===== src/rtl/tdm_sched_pkg.sv =====
package tdm_sched_pkg;
  localparam int NCLI    = 14;
  localparam int NSLOT   = 64;
  localparam int NREG    = 2;
  localparam int CW      = $clog2(NCLI + 2);
  localparam int SW      = $clog2(NSLOT);
  localparam int NW      = SW + 1;
  localparam int DW      = 32;
  localparam int TW      = $clog2(NCLI * (NSLOT + 1) + NSLOT + 2) + 1;

  typedef logic [CW-1:0] cli_t;
  typedef logic [NW-1:0] cnt_t;

  localparam cli_t FREE_ID = cli_t'(NCLI + 1);
endpackage


===== src/rtl/tdm_div.sv =====
module tdm_div #(
  parameter int W = 32
) (
  input  logic         clk_i,
  input  logic         rst_ni,
  input  logic         start_i,
  input  logic [W-1:0] num_i,
  input  logic [W-1:0] den_i,
  output logic         done_o,
  output logic [W-1:0] quot_o
);
  localparam int KW = $clog2(W + 1);

  logic [W:0]    rem_q;
  logic [W-1:0]  quo_q, den_q;
  logic [KW-1:0] cnt_q;
  logic          run_q, done_q;
  logic [W:0]    trial;

  assign trial = {rem_q[W-1:0], quo_q[W-1]};

  always_ff @(posedge clk_i or negedge rst_ni) begin
    if (!rst_ni) begin
      rem_q <= '0; quo_q <= '0; den_q <= '0; cnt_q <= '0;
      run_q <= 1'b0; done_q <= 1'b0;
    end else begin
      done_q <= 1'b0;
      if (start_i) begin
        rem_q <= '0; quo_q <= num_i; den_q <= den_i;
        cnt_q <= KW'(W); run_q <= 1'b1;
      end else if (run_q) begin
        if (trial >= {1'b0, den_q}) begin
          rem_q <= trial - {1'b0, den_q};
          quo_q <= {quo_q[W-2:0], 1'b1};
        end else begin
          rem_q <= trial;
          quo_q <= {quo_q[W-2:0], 1'b0};
        end
        cnt_q <= cnt_q - 1'b1;
        if (cnt_q == KW'(1)) begin
          run_q  <= 1'b0;
          done_q <= 1'b1;
        end
      end
    end
  end

  assign done_o = done_q;
  assign quot_o = quo_q;

  a_r2_div_done_pulse: assert property (@(posedge clk_i) disable iff (!rst_ni)
    done_o |=> !done_o);
endmodule


===== src/rtl/tdm_fill_engine.sv =====
module tdm_fill_engine
  import tdm_sched_pkg::*;
(
  input  logic                     clk_i,
  input  logic                     rst_ni,
  input  logic                     start_i,
  input  logic [NCLI-1:0][NW-1:0]  cnt_i,
  input  logic [NCLI-1:0][NW-1:0]  step_i,
  input  logic [NCLI-1:0]          act_i,
  output logic                     wr_en_o,
  output logic [SW-1:0]            wr_slot_o,
  output cli_t                     wr_client_o,
  output logic                     done_o
);
  typedef enum logic [1:0] {E_IDLE, E_PLACE, E_FILL} est_t;

  est_t          st_q;
  cli_t          tab_q [NSLOT];
  cli_t          cli_q, rr_q, pick, rr_nxt;
  cnt_t          pos_q;
  logic [SW-1:0] slot_q;
  logic          wr_en_q, done_q;
  logic [SW-1:0] wr_slot_q;
  cli_t          wr_cli_q;
  logic [SW-1:0] pslot;

  assign pslot = pos_q[SW-1:0];

  // first active client at or after rr, wrapping; rr itself if none
  always_comb begin
    logic found;
    pick  = rr_q;
    found = 1'b0;
    for (int k = 0; k < NCLI; k++) begin
      int idx;
      idx = int'(rr_q) + k;
      if (idx >= NCLI) idx = idx - NCLI;
      if (!found && act_i[idx]) begin
        pick  = cli_t'(idx);
        found = 1'b1;
      end
    end
    rr_nxt = (pick == cli_t'(NCLI - 1)) ? '0 : pick + 1'b1;
  end

  always_ff @(posedge clk_i or negedge rst_ni) begin
    if (!rst_ni) begin
      st_q <= E_IDLE;
      for (int i = 0; i < NSLOT; i++) tab_q[i] <= FREE_ID;
      cli_q <= '0; rr_q <= '0; pos_q <= '0; slot_q <= '0;
      wr_en_q <= 1'b0; wr_slot_q <= '0; wr_cli_q <= '0; done_q <= 1'b0;
    end else begin
      wr_en_q <= 1'b0;
      done_q  <= wr_en_q && (wr_slot_q == SW'(NSLOT - 1));
      unique case (st_q)
        E_IDLE: if (start_i) begin
          for (int i = 0; i < NSLOT; i++) tab_q[i] <= FREE_ID;
          cli_q <= '0;
          pos_q <= '0;
          st_q  <= E_PLACE;
        end
        E_PLACE: begin
          if (cli_q == cli_t'(NCLI)) begin
            st_q   <= E_FILL;
            slot_q <= '0;
            rr_q   <= '0;
          end else if (cnt_i[cli_q] == '0 || pos_q >= cnt_t'(NSLOT)) begin
            cli_q <= cli_q + 1'b1;
            pos_q <= '0;
          end else if (tab_q[pslot] != FREE_ID) begin
            pos_q <= pos_q + 1'b1;
          end else begin
            tab_q[pslot] <= cli_q;
            pos_q        <= pos_q + step_i[cli_q];
          end
        end
        E_FILL: begin
          wr_en_q   <= 1'b1;
          wr_slot_q <= slot_q;
          if (tab_q[slot_q] == FREE_ID) begin
            wr_cli_q <= pick;
            rr_q     <= rr_nxt;
          end else begin
            wr_cli_q <= tab_q[slot_q];
          end
          slot_q <= slot_q + 1'b1;
          if (slot_q == SW'(NSLOT - 1)) st_q <= E_IDLE;
        end
        default: st_q <= E_IDLE;
      endcase
    end
  end

  assign wr_en_o     = wr_en_q;
  assign wr_slot_o   = wr_slot_q;
  assign wr_client_o = wr_cli_q;
  assign done_o      = done_q;

  a_r7_slot_ascend: assert property (@(posedge clk_i) disable iff (!rst_ni)
    (wr_en_o && wr_slot_o != SW'(NSLOT - 1)) |=> (wr_en_o && wr_slot_o == $past(wr_slot_o) + 1'b1));
  a_r7_client_range: assert property (@(posedge clk_i) disable iff (!rst_ni)
    wr_en_o |-> (wr_client_o < cli_t'(NCLI)));
  a_r4_pick_active: assert property (@(posedge clk_i) disable iff (!rst_ni)
    (st_q == E_FILL && tab_q[slot_q] == FREE_ID && |act_i) |=> act_i[wr_client_o]);
  a_r3_place_order: assert property (@(posedge clk_i) disable iff (!rst_ni)
    (st_q == E_PLACE && $past(st_q) == E_PLACE) |-> cli_q >= $past(cli_q));
endmodule


===== src/rtl/tdm_slot_sched.sv =====
module tdm_slot_sched
  import tdm_sched_pkg::*;
#(
  parameter int unsigned EXT_MAX_BW = 100_000_000,
  parameter int unsigned INT_MAX_BW = 400_000_000,
  parameter logic [NCLI-1:0] EXT_BOOT_ACT = NCLI'(14'h0C00)
) (
  input  logic        clk_i,
  input  logic        rst_ni,
  input  logic        req_valid_i,
  input  logic        req_region_i,
  input  logic [3:0]  req_client_i,
  input  logic [31:0] req_bw_i,
  output logic        busy_o,
  output logic        done_o,
  output logic        rej_o,
  output logic        err_o,
  output logic        wr_en_o,
  output logic        wr_region_o,
  output logic [5:0]  wr_slot_o,
  output logic [3:0]  wr_client_o
);
  typedef enum logic [2:0] {T_IDLE, T_D1, T_D2, T_D3, T_COMMIT, T_RUN} tst_t;

  tst_t                     st_q;
  logic [NCLI-1:0][NW-1:0]  cnt_q  [NREG];
  logic [NCLI-1:0][NW-1:0]  step_q [NREG];
  logic [NCLI-1:0]          act_q  [NREG];
  logic                     rgn_q;
  cli_t                     cli_q;
  cnt_t                     n_q, stp_q;
  logic [DW-1:0]            num_q, den_q, quot;
  logic                     go_q, div_done, eng_go_q, eng_done;
  logic                     err_q, rej_q;
  logic [TW-1:0]            used;
  logic [DW-1:0]            rmax;

  assign rmax = req_region_i ? INT_MAX_BW : EXT_MAX_BW;

  // slots already committed in the region: reserved counts plus active clients
  always_comb begin
    used = '0;
    for (int c = 0; c < NCLI; c++)
      used = used + TW'(cnt_q[rgn_q][c]) + TW'(act_q[rgn_q][c]);
  end

  tdm_div #(.W(DW)) u_div (
    .clk_i, .rst_ni, .start_i(go_q), .num_i(num_q), .den_i(den_q),
    .done_o(div_done), .quot_o(quot)
  );

  tdm_fill_engine u_eng (
    .clk_i, .rst_ni, .start_i(eng_go_q),
    .cnt_i(cnt_q[rgn_q]), .step_i(step_q[rgn_q]), .act_i(act_q[rgn_q]),
    .wr_en_o, .wr_slot_o, .wr_client_o, .done_o(eng_done)
  );

  always_ff @(posedge clk_i or negedge rst_ni) begin
    if (!rst_ni) begin
      st_q <= T_IDLE;
      for (int r = 0; r < NREG; r++) begin
        cnt_q[r] <= '0; step_q[r] <= '0;
        act_q[r] <= (r == 0) ? EXT_BOOT_ACT : '0;
      end
      rgn_q <= 1'b0; cli_q <= '0; n_q <= '0; stp_q <= '0;
      num_q <= '0; den_q <= '0; go_q <= 1'b0; eng_go_q <= 1'b0;
      err_q <= 1'b0; rej_q <= 1'b0;
    end else begin
      go_q <= 1'b0; eng_go_q <= 1'b0; err_q <= 1'b0; rej_q <= 1'b0;
      unique case (st_q)
        T_IDLE: if (req_valid_i) begin
          if (req_bw_i == '0 || req_client_i >= 4'(NCLI)) begin
            err_q <= 1'b1;
          end else begin
            rgn_q <= req_region_i;
            cli_q <= cli_t'(req_client_i);
            num_q <= rmax;
            den_q <= req_bw_i;
            go_q  <= 1'b1;
            st_q  <= T_D1;
          end
        end
        T_D1: if (div_done) begin
          if (quot == '0) begin
            err_q <= 1'b1;
            st_q  <= T_IDLE;
          end else begin
            num_q <= DW'(NSLOT);
            den_q <= quot;
            go_q  <= 1'b1;
            st_q  <= T_D2;
          end
        end
        T_D2: if (div_done) begin
          if (DW'(used) + quot + 1 > DW'(NSLOT)) begin
            rej_q <= 1'b1;
            st_q  <= T_IDLE;
          end else begin
            n_q <= quot[NW-1:0];
            if (quot == '0) begin
              stp_q <= '0;
              st_q  <= T_COMMIT;
            end else begin
              num_q <= DW'(NSLOT);
              den_q <= quot;
              go_q  <= 1'b1;
              st_q  <= T_D3;
            end
          end
        end
        T_D3: if (div_done) begin
          stp_q <= quot[NW-1:0];
          st_q  <= T_COMMIT;
        end
        T_COMMIT: begin
          cnt_q[rgn_q][cli_q]  <= n_q;
          step_q[rgn_q][cli_q] <= stp_q;
          act_q[rgn_q][cli_q]  <= 1'b1;
          eng_go_q <= 1'b1;
          st_q     <= T_RUN;
        end
        T_RUN: if (eng_done) st_q <= T_IDLE;
        default: st_q <= T_IDLE;
      endcase
    end
  end

  assign busy_o      = (st_q != T_IDLE);
  assign done_o      = (st_q == T_RUN) && eng_done;
  assign rej_o       = rej_q;
  assign err_o       = err_q;
  assign wr_region_o = rgn_q;

  a_r8_done_busy: assert property (@(posedge clk_i) disable iff (!rst_ni)
    done_o |-> busy_o);
  a_r8_done_pulse: assert property (@(posedge clk_i) disable iff (!rst_ni)
    done_o |=> (!done_o && !busy_o));
  a_r8_write_busy: assert property (@(posedge clk_i) disable iff (!rst_ni)
    wr_en_o |-> busy_o);
  a_r5_one_outcome: assert property (@(posedge clk_i) disable iff (!rst_ni)
    $onehot0({done_o, rej_o, err_o}));
  a_r6_err_quiet: assert property (@(posedge clk_i) disable iff (!rst_ni)
    (err_o || rej_o) |-> (!wr_en_o && !busy_o));
  a_r9_region_hold: assert property (@(posedge clk_i) disable iff (!rst_ni)
    (wr_en_o && $past(wr_en_o)) |-> $stable(wr_region_o));
endmodule


===== config.mk =====
export PLATFORM = sky130hd
export DESIGN_NAME = tdm_slot_sched
export DESIGN_NICKNAME = d
export VERILOG_FILES = /design/src/rtl/tdm_sched_pkg.sv /design/src/rtl/tdm_div.sv /design/src/rtl/tdm_fill_engine.sv /design/src/rtl/tdm_slot_sched.sv
export SDC_FILE = /design/constraint.sdc
export NUM_CORES = 2
export LEC_CHECK = 0
export ABC_AREA = 1
export BUFFER_PORTS_ARGS = -buffer_cell sky130_fd_sc_hd__buf_2
export CAP_MARGIN = 20
export CORE_MARGIN = 2
export CORE_UTILIZATION = 32
export CTS_CLUSTER_DIAMETER = 120
export DETAILED_ROUTE_END_ITERATION = 12
export GPL_TIMING_DRIVEN = 0
export PLACE_DENSITY = 0.57
export SYNTH_ARGS = -nofsm -noshare
export SYNTH_HDL_FRONTEND = slang
export SYNTH_SLANG_ARGS = --single-unit

===== constraint.sdc =====
create_clock -name clk_i -period 22.8 [get_ports clk_i]
set_clock_uncertainty 0.05 [all_clocks]
set_input_delay 5.7 -clock clk_i [delete_from_list [all_inputs] [get_ports clk_i]]
set_output_delay 5.7 -clock clk_i [all_outputs]
set_load 0.01 [all_outputs]

==> impl_metrics.toml <==
[run_status]
status = "finished, final reports clean"

[setup_path]
cp.depth = 38
crit_end = "n_q[4]$_DFFE_PN0P_"
path_class = "register to register"
required_ns = 23.27
crit_arrival_ns = 10.15
crit_path_end_kind = "register"
worst_setup_path_start_kind = "register"
r2r_cells = 38
timing.rr.end = "n_q[4]$_DFFE_PN0P_"
crit_path_start = "wr_region_o$_DFFE_PN0P_"
path_buf_inv = 9
cpPeakStageDelay_ns = 0.77
r2r_slack_ns = 13.12
critPathMaxFanout = 10
crit_family = "adder cells"
rr_startpoint = "wr_region_o$_DFFE_PN0P_"
slowest_stage = "dfrtp_1"

[synth]
synth_cell_type_count = 74
syn_area_sq_um = 49500
synth_flop_cell = "dfrtp_1"
yosysTopAreaCellShare_pct = 31.29
synth_top_area_cell = "dfrtp_1"
syn_inst = 6235
yosys-top-cells-area = "dfrtp_1, dfstp_2, nand2_1"
avgSynthCellArea_sq_um = 7.939
synth-seq-cells = 877
synth_edf_count = 0
yosysWarnings = 0
ys_async_sr_fraction_pct = 100.0
yosysSeqAreaShare_pct = 44.99
synth_nets = 6479

[place]
place_hpwl_mm = 151.8
placed_area_sq_um = 52660
dp.cells = 8350
io_buffers = 55
gp_congestion = 1.017

[die]
pin_count = 56
core-area_sq_um = 153900
die_x_microns = 397.3
dieHeight_microns = 397.3
die_area_sq_um = 157900
rows = 144
start_util_pct = 32.17

[sta]
min_period_over_period_pct = 42.44
slew_headroom_pct = 11.03
fmax_ghz = 0.1033
hold_violations = 0
fin_crit_ns = 9.677
holdWs_ns = 0.3996
slew_viol_final = 0
tightest_slew_ns = 1.335
rsz0062_at_grt = "no"
setup_viol = 0

[detailed_routing]
firstDrtPassIters = 7
drt_iter0_markers = 6285
vias = 46902
wl_mm = 207.1
antenna_left = 0
routedWlPerCell_microns = 24.24
vias_per_cell = 5.488
drc = 0

[global_route]
grt_pass1_vias = 44165
busiest_layer = "met2"
antenna_found_initial = 8
track_usage_pct = 25.69
grt.met1_usage_pct = 36.14
grt_pass1_wl_mm = 302.1
grt_max_degree = 124
use_met2_pct = 37.88
use_met3_pct = 5.529
grt-ovfl-total = 0

[cells_and_area]
n_fill_cell = 16187
area_growth_pct = 13.58
mostFrequentLayoutCells = "nand2_1, o21ai_0, dfrtp_1, inv_1, nor2_1"
multi_input_comb_area_sq_um = 23880
final_cells = 8546
layout-drive-gt1-share_pct = 9.832
fin_nets = 6657
layout.area.seq_sq_um = 22270
final_area_sq_um = 56230
mostFrequentLayoutCell = "nand2_1"

[clocking]
cts_htree_levels = 3
cts-hold-fix-buffers = 0
clockBufferDepth = 3
clock_latency_ns = 0.75
cts_resized = 0
cts_tree = "yes"
cts_setup_buffers = 0
cts_sinks = 877
numCtsBuffers = 101
clkTransAtPathRegs_ns = 0.06
clock-root-buffer = "clkbuf_16"

[pwr]
p_leak_nw = 24.91
power.density_nw_per_um2 = 159.7
ir_drop_uv = 146.7

[flow_run]
max-cap-violations = 0

[worst_hold_path]
hp-class = "register to register"
-- cells by family after synthesis --
logic type / count (synthesis) / share of synthesized area (%)
xor gates and xnor gates: 66 / 1.183
muxes: 43 / 0.8695
and+or+nand+nor: 2491 / 20.47
DFF: 877 / 44.99
AOI/OAI and AO/OA: 1699 / 18.99
buffers and inverters: 855 / 6.787
adders and majority gates: 204 / 6.718
-- report_power, final --
part / total [mW] / internal, mW / switching (mW)
Combinational: 4.76 / 1.50 / 3.26
Sequential: 2.49 / 2.13 / 0.362
Clock: 1.73 / 1.00 / 0.728
-- through the flow --
step / total power [mW] / utilization (%) / setup TNS [ns] / worst slack, ns
2_1_floorplan: 5.501 / - / 0 / 15.06
5_1_grt: 9.624 / 36.54 / 0 / 12.63
3_3_place_gp: 7.083 / 34.01 / -2015.91 / -3.466
3_5_place_dp: 7.163 / 34.22 / 0 / 13.29
4_1_cts: 8.913 / 36.51 / 0 / 13.27
6_report: 8.981 / 36.54 / 0 / 13.12
-- final cells by class --
cell class	count	share of cell area [%]
Clock buffer	149	5.423
Tap cell	2044	4.549
Inverter	508	3.396
Clock inverter	40	0.8479
Multi-Input combinational cell	4503	42.48
Antenna cell	3	0.01335
Sequential cell	877	39.61
Buffer	347	2.579
Timing Repair Buffer	75	1.106
-- worst min-delay path by stage --
stage                               start               endpoint  slack (ns)  cells past startpoint
floorplan           act_q[22]$_DFFE_PN0P_  act_q[22]$_DFFE_PN0P_        0.37                      2
global placement    act_q[22]$_DFFE_PN0P_  act_q[22]$_DFFE_PN0P_        0.38                      2
detailed placement  act_q[23]$_DFFE_PN0P_  act_q[23]$_DFFE_PN0P_        0.39                      2
CTS                  act_q[6]$_DFFE_PN0P_   act_q[6]$_DFFE_PN0P_        0.40                      2
global route        act_q[23]$_DFFE_PN0P_  act_q[23]$_DFFE_PN0P_        0.43                      2
finish               act_q[6]$_DFFE_PN0P_   act_q[6]$_DFFE_PN0P_        0.40                      2
-- synthesized netlist by cell type, drive strengths merged, types with 5 or more instances --
cell / number
a21boi: 6
a21oi: 170
nand3: 193
fa: 103
a22o: 15
o2bb2ai: 8
xor2: 45
inv: 504
o22ai: 95
nor3: 37
nand4: 66
or2: 13
o31ai: 7
nor4: 33
a31oi: 6
o21ai: 1206
o2111ai: 5
nand2: 1809
clkbuf: 272
mux2i: 43
ha: 101
a32o: 7
a221oi: 38
buf: 75
o221ai: 33
o211ai: 31
nor2: 323
xnor2: 21
dfstp: 258
a22oi: 40
dfrtp: 619
o21a: 6
-- worst min-delay path, cell delays in order, from the launching register on --
cell,delay (ns)
dfrtp_1,0.32
inv_1,0.05
nand2_1,0.05
-- registers in the layout, summed over array words and instances, names as in the netlist, 2 cells and up --
| register | flops |
|---|---|
| u_div.rem_q | 32 |
| u_eng.pos_q | 7 |
| u_div.quot_o | 32 |
| n_q | 7 |
| u_div.cnt_q | 6 |
| step_q | 196 |
| u_eng.slot_q | 6 |
| u_eng.tab_q | 256 |
| u_eng.wr_client_o | 4 |
| u_div.den_q | 32 |
| num_q | 4 |
| act_q | 28 |
| u_eng.wr_slot_o | 6 |
| cli_q | 4 |
| den_q | 32 |
| stp_q | 7 |
| u_eng.cli_q | 4 |
| st_q | 3 |
| cnt_q | 196 |
| u_eng.st_q | 2 |
| u_eng.rr_q | 4 |
-- layer usage --
| layer | part of all wire [%] | vias up |
|---|---|---|
| li1 | - | 21171 |
| met1 | 43 | 22672 |
| met2 | 42 | 2500 |
| met3 | 10 | 555 |
| met4 | 4.7 | 4 |
| met5 | 0.013 | - |
(Power assumes the default switching activity.)
